[config.mk]
export PLATFORM = sky130hd
export DESIGN_NAME = rsp_result_unit
export DESIGN_NICKNAME = d
export VERILOG_FILES = /design/src/rtl/rsp_pkg.sv /design/src/rtl/rsp_lifo.sv /design/src/rtl/rsp_seek_track.sv /design/src/rtl/rsp_phase_ctrl.sv /design/src/rtl/rsp_result_unit.sv
export SDC_FILE = /design/constraint.sdc
export NUM_CORES = 1
export LEC_CHECK = 0
export BUFFER_PORTS_ARGS = -buffer_cell sky130_fd_sc_hd__buf_4
export CAP_MARGIN = 40
export CORE_MARGIN = 2
export CORE_UTILIZATION = 55
export CTS_BUF_LIST = sky130_fd_sc_hd__clkbuf_8
export DETAILED_ROUTE_END_ITERATION = 8
export GPL_TIMING_DRIVEN = 0
export PLACE_DENSITY = 0.79
export SLEW_MARGIN = 20
export SYNTH_ARGS = -nofsm -noshare
export SYNTH_HDL_FRONTEND = slang
export SYNTH_HIERARCHICAL = 1
export SYNTH_SLANG_ARGS = --single-unit
[constraint.sdc]
create_clock -name clk -period 1.9 [get_ports clk]
set_input_delay 0.095 -clock clk [delete_from_list [all_inputs] [get_ports clk]]
set_output_delay 0.095 -clock clk [all_outputs]
set_load 0.05 [all_outputs]
[src/rtl/rsp_pkg.sv]
package rsp_pkg;
  localparam int BYTE_W = 8;
  localparam logic [BYTE_W-1:0] ST0_SEEK_END = 8'h20;
  localparam logic [BYTE_W-1:0] INVALID_CODE = 8'h80;

  typedef enum logic {
    PH_IDLE   = 1'b0,
    PH_RESULT = 1'b1
  } phase_t;
endpackage

[src/rtl/rsp_lifo.sv]
module rsp_lifo #(
  parameter int DEPTH = 8,
  parameter int W     = 8
) (
  input  logic                         clk,
  input  logic                         rst_n,
  input  logic                         push,
  input  logic [W-1:0]                 push_data,
  input  logic                         pop,
  input  logic                         load,
  input  logic                         load_two,
  input  logic [W-1:0]                 load_lo,
  input  logic [W-1:0]                 load_hi,
  output logic [W-1:0]                 top_data,
  output logic                         empty,
  output logic                         last,
  output logic [$clog2(DEPTH+1)-1:0]   count
);
  localparam int CW = $clog2(DEPTH+1);
  localparam int AW = $clog2(DEPTH);

  logic [W-1:0]  mem [DEPTH];
  logic [CW-1:0] cnt_q, cnt_d;
  logic [CW-1:0] top_ptr;
  logic          full;

  assign full    = (cnt_q == CW'(DEPTH));
  assign empty   = (cnt_q == '0);
  assign last    = (cnt_q == CW'(1));
  assign top_ptr = cnt_q - CW'(1);
  assign count   = cnt_q;
  assign top_data = empty ? '0 : mem[top_ptr[AW-1:0]];

  always_comb begin
    cnt_d = cnt_q;
    if (load)                cnt_d = load_two ? CW'(2) : CW'(1);
    else if (push && !full)  cnt_d = cnt_q + CW'(1);
    else if (pop && !empty)  cnt_d = cnt_q - CW'(1);
  end

  always_ff @(posedge clk or negedge rst_n) begin
    if (!rst_n) cnt_q <= '0;
    else        cnt_q <= cnt_d;
  end

  always_ff @(posedge clk) begin
    if (load) begin
      mem[0] <= load_lo;
      if (load_two) mem[1] <= load_hi;
    end else if (push && !full) begin
      mem[cnt_q[AW-1:0]] <= push_data;
    end
  end
endmodule

[src/rtl/rsp_seek_track.sv]
module rsp_seek_track #(
  parameter int NDRV = 4
) (
  input  logic                      clk,
  input  logic                      rst_n,
  input  logic [NDRV-1:0]           seek_start,
  input  logic [NDRV-1:0]           seek_done,
  input  logic                      clr_en,
  input  logic [$clog2(NDRV)-1:0]   clr_idx,
  output logic [NDRV-1:0]           busy,
  output logic [NDRV-1:0]           pending,
  output logic                      any_pend,
  output logic [$clog2(NDRV)-1:0]   low_idx
);
  localparam int IW = $clog2(NDRV);

  for (genvar d = 0; d < NDRV; d++) begin : g_drv
    logic clr_hit, busy_d, pend_d;
    assign clr_hit = clr_en && (clr_idx == IW'(d));
    assign busy_d  = (busy[d] || seek_start[d]) && !clr_hit;
    assign pend_d  = (pending[d] && !clr_hit) || seek_done[d];

    always_ff @(posedge clk or negedge rst_n) begin
      if (!rst_n) begin
        busy[d]    <= 1'b0;
        pending[d] <= 1'b0;
      end else begin
        busy[d]    <= busy_d;
        pending[d] <= pend_d;
      end
    end
  end

  assign any_pend = |pending;

  always_comb begin
    low_idx = '0;
    for (int d = NDRV - 1; d >= 0; d--) begin
      if (pending[d]) low_idx = IW'(d);
    end
  end
endmodule

[src/rtl/rsp_phase_ctrl.sv]
module rsp_phase_ctrl
  import rsp_pkg::*;
(
  input  logic clk,
  input  logic rst_n,
  input  logic start,
  input  logic ndma_set,
  input  logic pop,
  input  logic empty,
  input  logic last,
  output logic active,
  output logic ndma
);
  phase_t st_q, st_d;
  logic   ndma_q, ndma_d;

  always_comb begin
    st_d   = st_q;
    ndma_d = ndma_q;
    case (st_q)
      PH_IDLE: begin
        if (start) begin
          st_d   = PH_RESULT;
          ndma_d = 1'b0;
        end else if (ndma_set) begin
          ndma_d = 1'b1;
        end
      end
      PH_RESULT: begin
        if (empty || (pop && last)) st_d = PH_IDLE;
      end
      default: st_d = PH_IDLE;
    endcase
  end

  always_ff @(posedge clk or negedge rst_n) begin
    if (!rst_n) begin
      st_q   <= PH_IDLE;
      ndma_q <= 1'b0;
    end else begin
      st_q   <= st_d;
      ndma_q <= ndma_d;
    end
  end

  assign active = (st_q == PH_RESULT);
  assign ndma   = ndma_q;
endmodule

[src/rtl/rsp_result_unit.sv]
module rsp_result_unit
  import rsp_pkg::*;
#(
  parameter int NDRV  = 4,
  parameter int DEPTH = 8,
  parameter int W     = BYTE_W
) (
  input  logic              clk,
  input  logic              rst_n,
  input  logic              res_push,
  input  logic [W-1:0]      res_data,
  input  logic              res_post,
  input  logic              ndma_set,
  input  logic              sis_req,
  input  logic              inv_req,
  input  logic              host_rd,
  input  logic [NDRV-1:0]   seek_start,
  input  logic [NDRV-1:0]   seek_done,
  input  logic [NDRV*W-1:0] cyl_flat,
  output logic [W-1:0]      rd_data,
  output logic [4+NDRV-1:0] main_status
);
  localparam int IW = $clog2(NDRV);
  localparam int CW = $clog2(DEPTH+1);

  logic          rst_meta_n, rst_sync_n;
  logic          active, ndma, idle;
  logic          start_sis, start_inv, start_post, phase_start;
  logic          load, load_two, push_ok, pop;
  logic [W-1:0]  load_lo, load_hi;
  logic          stk_empty, stk_last;
  logic [CW-1:0] stk_cnt;
  logic [NDRV-1:0] drv_busy, drv_pend;
  logic          any_pend;
  logic [IW-1:0] low_idx;

  always_ff @(posedge clk or negedge rst_n) begin
    if (!rst_n) begin
      rst_meta_n <= 1'b0;
      rst_sync_n <= 1'b0;
    end else begin
      rst_meta_n <= 1'b1;
      rst_sync_n <= rst_meta_n;
    end
  end

  assign idle        = !active;
  assign start_sis   = idle && sis_req;
  assign start_inv   = idle && inv_req && !sis_req;
  assign start_post  = idle && res_post && !sis_req && !inv_req;
  assign phase_start = start_sis || start_inv || start_post;

  assign load     = start_sis || start_inv;
  assign load_two = start_sis && any_pend;
  assign load_lo  = load_two ? cyl_flat[low_idx*W +: W] : INVALID_CODE;
  assign load_hi  = ST0_SEEK_END | {{(W-IW){1'b0}}, low_idx};
  assign push_ok  = res_push && idle && !load;
  assign pop      = host_rd && active;

  rsp_lifo #(.DEPTH(DEPTH), .W(W)) stack_i (
    .clk(clk), .rst_n(rst_sync_n),
    .push(push_ok), .push_data(res_data), .pop(pop),
    .load(load), .load_two(load_two), .load_lo(load_lo), .load_hi(load_hi),
    .top_data(rd_data), .empty(stk_empty), .last(stk_last), .count(stk_cnt)
  );

  rsp_seek_track #(.NDRV(NDRV)) seek_i (
    .clk(clk), .rst_n(rst_sync_n),
    .seek_start(seek_start), .seek_done(seek_done),
    .clr_en(load_two), .clr_idx(low_idx),
    .busy(drv_busy), .pending(drv_pend),
    .any_pend(any_pend), .low_idx(low_idx)
  );

  rsp_phase_ctrl phase_i (
    .clk(clk), .rst_n(rst_sync_n),
    .start(phase_start), .ndma_set(ndma_set),
    .pop(pop), .empty(stk_empty), .last(stk_last),
    .active(active), .ndma(ndma)
  );

  assign main_status = {active, active, ndma, active, drv_busy};
endmodule

==> results.sh <==
export IMPL_postRouteWirelength_mm=10.8
export IMPL_skew_ps=10.6
export IMPL_grt_pass1_vias=3006
export IMPL_max_slew_margin_pct=60.9
export IMPL_power_density_nw_per_um2=1590
export IMPL_fillCellCount=321
export IMPL_hp_class="in2reg"
export IMPL_rsz0062_at_grt="yes"
export IMPL_ys_types=48
export IMPL_wl_per_cell_um=21.3
export IMPL_cts_max_path_buffers=2
export IMPL_die_h_um=88.8
export IMPL_place_ws_ps=-362
export IMPL_drt_iter0_drc=304
export IMPL_grt_use_met2_pct=48.8
export IMPL_top_usage_layer="met2"
export IMPL_synth_cells=268
export IMPL_ys_ff_latch=80
export IMPL_final_hold_violation_count=1
export IMPL_placed_area_um2=4800
export IMPL_ys_seq_area_share_pct=58.8
export IMPL_root_buffer="clkbuf_8"
export IMPL_switching_share_pct=41.3
export IMPL_syn_area_um2=3950
export IMPL_grt_overflow=0
export IMPL_coreArea_um2=6870
export IMPL_synthFlopType="edfxtp_1"
export IMPL_combPwrFrac_pct=59.7
export IMPL_synth_area_per_cell_um2=14.7
export IMPL_vdd_drop_max_mv=0.840
export IMPL_clock_sinks=80
export IMPL_layout_drive_gt1_share_pct=57.2
export IMPL_portBuffers=71
export IMPL_critPathCaptureType="flip-flop"
export IMPL_htreeDepth=3
export IMPL_ioPinCount=72
export IMPL_drc=0
export IMPL_period_share_pct=114
export IMPL_crit_type="reg2reg"
export IMPL_synth_edf_count=64
export IMPL_gp_congestion=0.822
export IMPL_firstDrtPassIters=5
export IMPL_required_ps=2010
export IMPL_fin_nets=463
export IMPL_fin_worst_hold_slack_ps=-1.73
export IMPL_setup_viol=39
export IMPL_synth_area_top_cells="edfxtp_1 49%, dfrtp_1 10%, mux4_2 9.7%"
export IMPL_vias=2967
export IMPL_grt_pass1_wl_mm=15.7
export IMPL_worstMarginPinSlew_ps=587
export IMPL_vias_per_cell=5.88
export IMPL_fin_area_um2=5810
export IMPL_cts_tree="done"
export IMPL_n_antenna_cell=0
export IMPL_netlist_area_leader_share_pct=48.6
export IMPL_p_sw_mw=3.82
export IMPL_clkSlewWorstSetupHoldPaths_ps=90
export IMPL_clock_latency_ps=360
export IMPL_clkPwrFrac_pct=15.9
export IMPL_violations="negative hold slack, negative setup slack"
export IMPL_startpoint_type="flip-flop"
export IMPL_area_delta_synth_final_pct=47.2
export IMPL_gr_usage_met1_pct=33.8
export IMPL_antenna_found_initial=0
export IMPL_p_seq_share_pct=24.4
export IMPL_finalWorstSetupSlack_ps=-258
export IMPL_hpwl_mm=5.73
export IMPL_track_usage_pct=27.6
export IMPL_cp_max_fo=3
export IMPL_async_flop_share_pct=20.0
export IMPL_initial_core_util_pct=57.5
export IMPL_antenna_left=0
export IMPL_ys_warn_count=6
export IMPL_grt_max_degree=17
export IMPL_finalCriticalPeriod_ps=2160
export IMPL_die_x_um=88.8
export IMPL_cap_viol_max_count=0
export IMPL_outcome="complete, but fails checks"
export IMPL_rows=30
export IMPL_yosys_area_top_type="edfxtp_1"
export IMPL_numCtsBuffers=9
export IMPL_power_leakage_nw=2.23
export IMPL_met3_usage_pct=5.97
export IMPL_cp_arrival_ps=2270
export IMPL_p_int_mw=5.43
export IMPL_max_freq_ghz=0.463
export IMPL_maxSlewViolCount=0
export IMPL_die_area_um2=7880
cell families (layout without fill, tap and decap cells):
group,after synthesis,count (layout),synth area share (%)
other,2,7,0.190
AND/OR/NAND/NOR,68,70,9.12
AO/OA/AOI/OAI,39,39,6.40
adder cells (fa/ha/maj),3,3,0.950
XOR/XNOR,3,3,0.665
multiplexers,48,48,19.6
buffers and inverters,25,159,4.34
flip-flops,80,80,58.8
timing repair:
action / in CTS / in global routing
setup buffers: 22 / 11
hold buffers: 16 / 0
hold endpoints to repair: 57 / 0
setup endpoints to repair: 92 / 92
cloned: 3 / 0
pin swaps: 18 / 21
gates resized for setup: 64 / 14
worst paths after layout:
path	to	start	cells past startpoint	slack (ps)
min in group asynchronous	rst_meta_n	rst_n	2	40
worst max register to register	stack_i/mem[0][7]	seek_i/pending[2]	5	-260
max in group asynchronous	phase_i/active	rst_sync_n	0	1230
worst min-delay path	phase_i/ndma	ndma_set	3	-2
worst max-delay path	stack_i/mem[0][7]	seek_i/pending[2]	5	-260
worst min register to register	seek_i/busy[1]	rst_sync_n	0	250
cells in the mapped netlist, types with 3 or more instances:
library cell  count
nor2_1           18
edfxtp_1         64
nand2_1          29
mux4_2           17
a21oi_1          12
or3_1             4
ha_1              3
a31oi_1           4
dfrtp_1          16
buf_6             4
buf_4             8
mux2i_1          15
mux2_4           16
o22ai_1           8
inv_1             7
registers in the layout, indices dropped and copies added (netlist names):
register and flops:
seek_i/busy 4, stack_i/mem 64, stack_i/count 4, phase_i/ndma 1, phase_i/active 1, rst_meta_n 1
seek_i/pending 4, rst_sync_n 1
cell type report:
class	instances	area, um^2	share of cell area (%)
Tap cell	96	120	2.07
Clock inverter	7	108	1.85
Multi-Input combinational cell	170	1870	32.1
Timing Repair Buffer	122	1090	18.7
Sequential cell	80	2330	40.0
Clock buffer	9	124	2.13
Inverter	9	47.5	0.818
Buffer	12	134	2.30
power groups by stage:
| stage | combinational (mW) | clock [mW] | sequential (mW) |
|---|---|---|---|
| floorplan | 3.00 | 0 | 2.31 |
| global placement | 3.89 | 0 | 2.30 |
| detailed placement | 3.98 | 0 | 2.31 |
| CTS | 5.17 | 1.46 | 2.24 |
| global route | 5.77 | 1.55 | 2.27 |
| finish | 5.52 | 1.47 | 2.25 |
cell usage in the layout, fill, tap and decap left out, types with 9 or more instances in the layout:
cell	instances
buf_6	16
mux4_2	17
nand2_2	16
dlygate4sd3_1	16
nand2_1	11
buf_4	93
dfrtp_1	11
clkbuf_8	9
a21oi_4	9
mux2i_1	15
nor2_1	9
mux2_4	16
edfxtp_1	64
per-layer routing:
layer | routed length [um] | vias to the layer above
met5 | 0 | -
met4 | 316 | 0
met3 | 770 | 36
met2 | 5680 | 187
met1 | 4000 | 1453
li1 | - | 1291
critical path: stages, from the launching register on:
cell,delay (ps)
dfrtp_1,420
nand2b_4,160
a21oi_4,150
mux4_2,540
or3_4,360
mux2_4,270
stage by stage:
| stage | std cells | hold slack [ps] | utilization [%] | power, mW | TNS, ps |
|---|---|---|---|---|---|
| 5_1_grt | 505 | -5.86 | 84.6 | 9.58 | -6020 |
| 4_1_cts | 495 | 3.45 | 82.4 | 8.87 | -4560 |
| 3_5_place_dp | 441 | -122 | 69.9 | 6.29 | -20110 |
| 2_1_floorplan | 273 | -201 | - | 5.31 | -981 |
| 6_report | 505 | -1.73 | 84.6 | 9.25 | -4850 |
| 3_3_place_gp | 440 | -123 | 69.7 | 6.18 | -17060 |
Power figures use the tool's default switching activity.
